File: config.mk
export PLATFORM = sky130hd
export DESIGN_NAME = sio_master
export DESIGN_NICKNAME = d
export VERILOG_FILES = /design/src/rtl/sio_pkg.sv /design/src/rtl/sio_baud.sv /design/src/rtl/sio_shift.sv /design/src/rtl/sio_master.sv
export SDC_FILE = /design/constraint.sdc
export NUM_CORES = 1
export LEC_CHECK = 0
export BUFFER_PORTS_ARGS = -buffer_cell sky130_fd_sc_hd__buf_2
export CAP_MARGIN = 30
export CORE_MARGIN = 5
export CORE_UTILIZATION = 25
export DETAILED_ROUTE_END_ITERATION = 8
export SLEW_MARGIN = 20
export SYNTH_ARGS = -nofsm -noshare
export SYNTH_HDL_FRONTEND = slang
export SYNTH_SLANG_ARGS = --single-unit
File: constraint.sdc
create_clock -name clk -period 2.6 [get_ports clk]
set_input_delay 0.52 -clock clk [delete_from_list [all_inputs] [get_ports clk]]
set_output_delay 0.52 -clock clk [all_outputs]
set_load 0.05 [all_outputs]
File: src/rtl/sio_pkg.sv
package sio_pkg;

    localparam int WORD_W = 16;
    localparam int BYTE_W = 8;
    localparam int EDGE_W = $clog2(2 * WORD_W);

    typedef logic [EDGE_W-1:0] edge_idx_t;

    // Settings captured when a frame starts
    typedef struct packed {
        logic wide;
        logic idle_hi;
        logic shift_lead;
    } sio_cfg_t;

    // What a clock edge does to the datapath
    typedef struct packed {
        logic sample;
        logic shift;
        logic last;
    } sio_act_t;

    function automatic edge_idx_t last_edge(input logic wide);
        return wide ? edge_idx_t'(2 * WORD_W - 1) : edge_idx_t'(2 * BYTE_W - 1);
    endfunction

    // Even edge index = leading edge, odd = trailing edge
    function automatic sio_act_t edge_act(input sio_cfg_t cfg, input edge_idx_t idx);
        sio_act_t a;
        logic     lead;
        lead   = ~idx[0];
        a.last = (idx == last_edge(cfg.wide));
        if (cfg.shift_lead) begin
            a.sample = ~lead;
            a.shift  = lead && (idx != '0);
        end else begin
            a.sample = lead;
            a.shift  = ~lead && ~a.last;
        end
        return a;
    endfunction

    // Short frames send the low byte from the top of the shifter
    function automatic logic [WORD_W-1:0] align_tx(input logic wide,
                                                   input logic [WORD_W-1:0] d);
        return wide ? d : {d[BYTE_W-1:0], {(WORD_W - BYTE_W){1'b0}}};
    endfunction

endpackage

File: src/rtl/sio_baud.sv
module sio_baud #(
    parameter int DIV_W = 8
) (
    input  logic             clk,
    input  logic             rst,
    input  logic             start,
    input  logic             run,
    input  logic [DIV_W-1:0] div_in,
    output logic             tick
);

    logic [DIV_W-1:0] div_q;
    logic [DIV_W-1:0] cnt_q;

    assign tick = run && (cnt_q == div_q - DIV_W'(1));

    always_ff @(posedge clk) begin
        if (rst) begin
            div_q <= DIV_W'(1);
            cnt_q <= '0;
        end else if (start) begin
            div_q <= (div_in == '0) ? DIV_W'(1) : div_in;
            cnt_q <= '0;
        end else if (run) begin
            cnt_q <= tick ? '0 : cnt_q + DIV_W'(1);
        end
    end

    // half-period counter stays below the latched divider
    a_r5_cnt_in_range: assert property (@(posedge clk) disable iff (rst)
        run |-> (cnt_q < div_q));

    // a zero divider is never latched
    a_r5_div_nonzero: assert property (@(posedge clk) disable iff (rst)
        div_q != '0);

endmodule

File: src/rtl/sio_shift.sv
module sio_shift #(
    parameter int W = 16
) (
    input  logic         clk,
    input  logic         rst,
    input  logic         load,
    input  logic [W-1:0] load_word,
    input  logic         shift,
    input  logic         sample,
    input  logic         miso,
    output logic         mosi,
    output logic [W-1:0] rx_next
);

    logic [W-1:0] tx_q;
    logic [W-1:0] rx_q;

    assign mosi    = tx_q[W-1];
    assign rx_next = sample ? {rx_q[W-2:0], miso} : rx_q;

    always_ff @(posedge clk) begin
        if (rst) begin
            tx_q <= '0;
            rx_q <= '0;
        end else if (load) begin
            tx_q <= load_word;
            rx_q <= '0;
        end else begin
            if (shift)  tx_q <= {tx_q[W-2:0], 1'b0};
            if (sample) rx_q <= rx_next;
        end
    end

    // outgoing bits move only on a load or a shift request
    a_r3_tx_hold: assert property (@(posedge clk) disable iff (rst)
        (!load && !shift) |=> $stable(tx_q));

endmodule

File: src/rtl/sio_master.sv
module sio_master
    import sio_pkg::*;
#(
    parameter int DIV_W = 8
) (
    input  logic              clk,
    input  logic              rst,
    input  logic              wr_en,
    input  logic [WORD_W-1:0] wr_data,
    input  logic              frame_wide,
    input  logic              idle_hi,
    input  logic              shift_lead,
    input  logic [DIV_W-1:0]  half_div,
    input  logic              miso,
    output logic              sck,
    output logic              mosi,
    output logic [WORD_W-1:0] rx_data,
    output logic              busy,
    output logic              done
);

    logic              busy_q;
    logic              done_q;
    logic              sck_q;
    sio_cfg_t          cfg_q;
    edge_idx_t         edge_q;
    logic [WORD_W-1:0] rx_q;
    logic [WORD_W-1:0] rx_next;
    logic              start;
    logic              tick;
    sio_act_t          act;
    sio_cfg_t          cfg_in;

    assign start  = wr_en & ~busy_q;
    assign cfg_in = '{wide: frame_wide, idle_hi: idle_hi, shift_lead: shift_lead};
    assign act    = edge_act(cfg_q, edge_q);

    sio_baud #(.DIV_W(DIV_W)) u_baud (
        .clk    (clk),
        .rst    (rst),
        .start  (start),
        .run    (busy_q),
        .div_in (half_div),
        .tick   (tick)
    );

    sio_shift #(.W(WORD_W)) u_shift (
        .clk       (clk),
        .rst       (rst),
        .load      (start),
        .load_word (align_tx(frame_wide, wr_data)),
        .shift     (tick & act.shift),
        .sample    (tick & act.sample),
        .miso      (miso),
        .mosi      (mosi),
        .rx_next   (rx_next)
    );

    always_ff @(posedge clk) begin
        if (rst) begin
            busy_q <= 1'b0;
            done_q <= 1'b0;
            sck_q  <= 1'b0;
            cfg_q  <= '0;
            edge_q <= '0;
            rx_q   <= '0;
        end else begin
            done_q <= 1'b0;
            if (start) begin
                busy_q <= 1'b1;
                cfg_q  <= cfg_in;
                sck_q  <= idle_hi;
                edge_q <= '0;
            end else if (tick) begin
                sck_q  <= ~sck_q;
                edge_q <= edge_q + edge_idx_t'(1);
                if (act.last) begin
                    busy_q <= 1'b0;
                    done_q <= 1'b1;
                    rx_q   <= rx_next;
                end
            end
        end
    end

    assign sck     = sck_q;
    assign rx_data = rx_q;
    assign busy    = busy_q;
    assign done    = done_q;

    // clock rests at the latched polarity outside a frame
    a_r2_idle_level: assert property (@(posedge clk) disable iff (rst)
        !busy_q |-> (sck_q == cfg_q.idle_hi));

    // edge index never passes the final edge of the frame
    a_r1_edge_bound: assert property (@(posedge clk) disable iff (rst)
        busy_q |-> (edge_q <= last_edge(cfg_q.wide)));

    // done lasts one cycle
    a_r7_done_single: assert property (@(posedge clk) disable iff (rst)
        done_q |=> !done_q);

    // done accompanies the end of every frame
    a_r7_done_at_end: assert property (@(posedge clk) disable iff (rst)
        $fell(busy_q) |-> done_q);

    // latched settings hold for the whole frame
    a_r8_cfg_frozen: assert property (@(posedge clk) disable iff (rst)
        busy_q |=> $stable(cfg_q));

endmodule

==> metrics.txt <==
Post-DP HPWL just over 6000 µm; Max-cap violations 0; Detail Route Antenna Nets 0; Crit path max-delay family simple AND/OR/NAND/NOR gates; total die area between 0.015 and 0.02 mm²; Cells after Synth 393; Slew HR 0.610; Port Buf Inserts 50; fin crit period between 2000 and 3000 ps; Placed Area 0.00415 mm²; Clock Skew roughly 8.4 ps; Skew-Pair Late Insertion Delay ~340 ps; PwrDens roughly 600 mW/mm²; GRT Total Usage 0.108; # nets final about 490; # rows between 40 and 50; Die Y-Extent 130 µm; fin crit share 0.977; Yosys top cell by area dfxtp_1; num ports 51; area of the multi-input gates roughly 0.0020 mm²; Pre-antenna DRT Iters 4; largest net degree at the start of global routing 59; via count of the first global-routing pass approximately 3000; CTS Buf Count 9; ys flop type dfxtp_1; Yosys top cell area share 0.412; kind of critical path reg2reg; Post-synth EDFFs 0; Buf/Inv on CP 2; slowest CP cell or4b_4; drt first-iter violations about 120; RSZ-0062 raised after global routing yes; # DRC 0; worst path cell trace inv_1 -> ha_1 -> xor2_1 -> nand3_1 -> or4b_4 -> a211o_4 -> o21ai_4 -> buf_4 -> mux2_2; #FFs+latches synth 74; RD Place Congestion between 0.7 and 0.8; critical path launch point type register; global-route wire length before repair about 15000 µm; antenna violations before repair 0; clk slew on worst S/H paths roughly 70 ps; critical path data arrival time 2770 ps; Fmax achieved ~400 MHz; Finish-stage setup viols 0; total wire length roughly 8700 µm; worst hold path type in2reg; sequential element share of the synthesized area 0.412; Max rail drop VDD roughly 0.31 mV; Antenna Cells 0; final core utilization 0.320; Ys Warns 0; hold_buf cts 0; CTS tree yes; Cell variety after synth 47; Fillers between 1000 and 1500; Finished Cell Area between 0.004 and 0.005 mm²; cts repair resizes 0; Chip Width around 130 µm; Max stage delay on crit path around 550 ps; Leak 1.80 nW; count of final hold-check violations 0; GR Overflow Total 0; WL/cell between 10 and 15 µm; mapped cell area between 0.003 and 0.004 mm²; largest fanout on the critical path 6; top post-synthesis cells by area dfxtp_1 (41%), mux2i_1 (13%), a21oi_1 (5.7%); clock buffer depth 2; syn_nets around 430; CTS root buf clkbuf_16; most numerous cell in the Yosys netlist dfxtp_1; Core Area 0.0140 mm²; Synth Area per Inst roughly 9.2 µm²; share of layout cells above drive strength 1 0.245; WP data required around 2800 ps; Worst-Margin Slew between 500 and 600 ps; most frequent cells after synthesis dfxtp_1 (74), mux2i_1 (48), a21oi_1 (41), nor2_1 (38), nand2_1 (29); Power Total 2.68 mW; Synth-to-Final Area Change 24.3%; CTS sink count 74; vias after detailed routing 2987; CP endpoint kind register; CTS H-tree lvls 3; Initial Util 0.257; DR vias/cell between 4 and 5; register area ~0.0015 mm²; asr flop ratio synth 0; status completed; Final Max Slew Viols 0
==> worst reg2reg max path: stages, from the launching register on <==
cell	delay [ps]
dfxtp_2	330
inv_1	40
ha_1	300
xor2_1	140
nand3_1	90
or4b_4	550
a211o_4	300
o21ai_4	210
buf_4	160
mux2_2	320
==> stage by stage <==
step | setup slack [ps] | hold WS (ps) | instances | setup TNS [ps]
global placement | 96.8 | 459 | 615 | 0
global route | -12.4 | 437 | 637 | -25.4
floorplan | 4.86 | 448 | 393 | 0
finish | 59.8 | 437 | 637 | 0
CTS | 4.02 | 423 | 631 | 0
detailed placement | -9.41 | 463 | 615 | -9.41
==> kinds of logic (layout without fill, tap and decap cells) <==
group | count (synthesis) | count (layout) | synth area share
muxes | 54 | 54 | 0.154
DFF | 74 | 74 | 0.412
AOI/OAI and AO/OA | 84 | 84 | 0.158
adders and majority gates | 4 | 4 | 0.0139
buffers and inverters | 34 | 98 | 0.0466
and+or+nand+nor | 126 | 126 | 0.174
xor gates and xnor gates | 17 | 17 | 0.0414
==> where the power goes <==
group | total, mW | switching (mW) | internal (mW) | leakage (nW)
clock network | 1.17 | 0.515 | 0.652 | 0.132
registers | 1.18 | 0.0222 | 1.16 | 0.600
logic | 0.335 | 0.184 | 0.151 | 1.07
total | 2.68 | 0.721 | 1.96 | 1.80
==> metal layers <==
layer,track usage,vias up,share of wire
met5,0,-,0
met4,0.0391,0,0.017
met3,0.0327,14,0.050
met2,0.170,54,0.46
met1,0.140,1420,0.47
li1,-,1499,-
==> repair_timing <==
item / CTS / global route
endpoints found under the setup margin: 2 / 39
pin swaps: 1 / 3
setup buffers: 0 / 6
==> final timing paths <==
check | start | to | slack, ps | cells past startpoint
setup reg to reg | u_baud.div_q[1] | u_shift.tx_q[4] | 60 | 9
hold / removal | miso | u_shift.rx_q[0] | 440 | 3
setup / recovery | u_baud.div_q[1] | u_shift.tx_q[4] | 60 | 9
hold reg to reg | cfg_q[2] | cfg_q[2] | 470 | 2
==> sequential cells by signal (all words and copies together) (netlist names), 2 cells and up <==
name,count
cfg_q,2
edge_q,5
rx_data,16
u_baud.cnt_q,8
u_baud.div_q,8
u_shift.rx_q,16
u_shift.tx_q,16
==> area by class of cell <==
type	count	area share
clock inverter	7	0.0123
clock buffer	9	0.0503
inverter	6	0.00503
tap	180	0.0503
timing repair buffer	76	0.111
sequential	74	0.332
multi-input combinational	285	0.440
==> cells in the final DEF (no fill, tap or decap), types with 4 or more instances in the layout <==
cell type and count:
dfxtp_1 72, buf_2 50, mux2i_1 48, a21oi_1 41
nor2_1 38, nand2_1 29, buf_4 22, a211oi_1 18
nand2b_1 13, nand3_1 13, xor2_1 10, a211o_1 9
clkbuf_16 9, inv_1 6, nor3_1 6, xnor2_1 6
nor2b_1 6, mux2_2 4, ha_1 4, buf_12 4
Note: power is estimated with default switching activity, not from simulation.
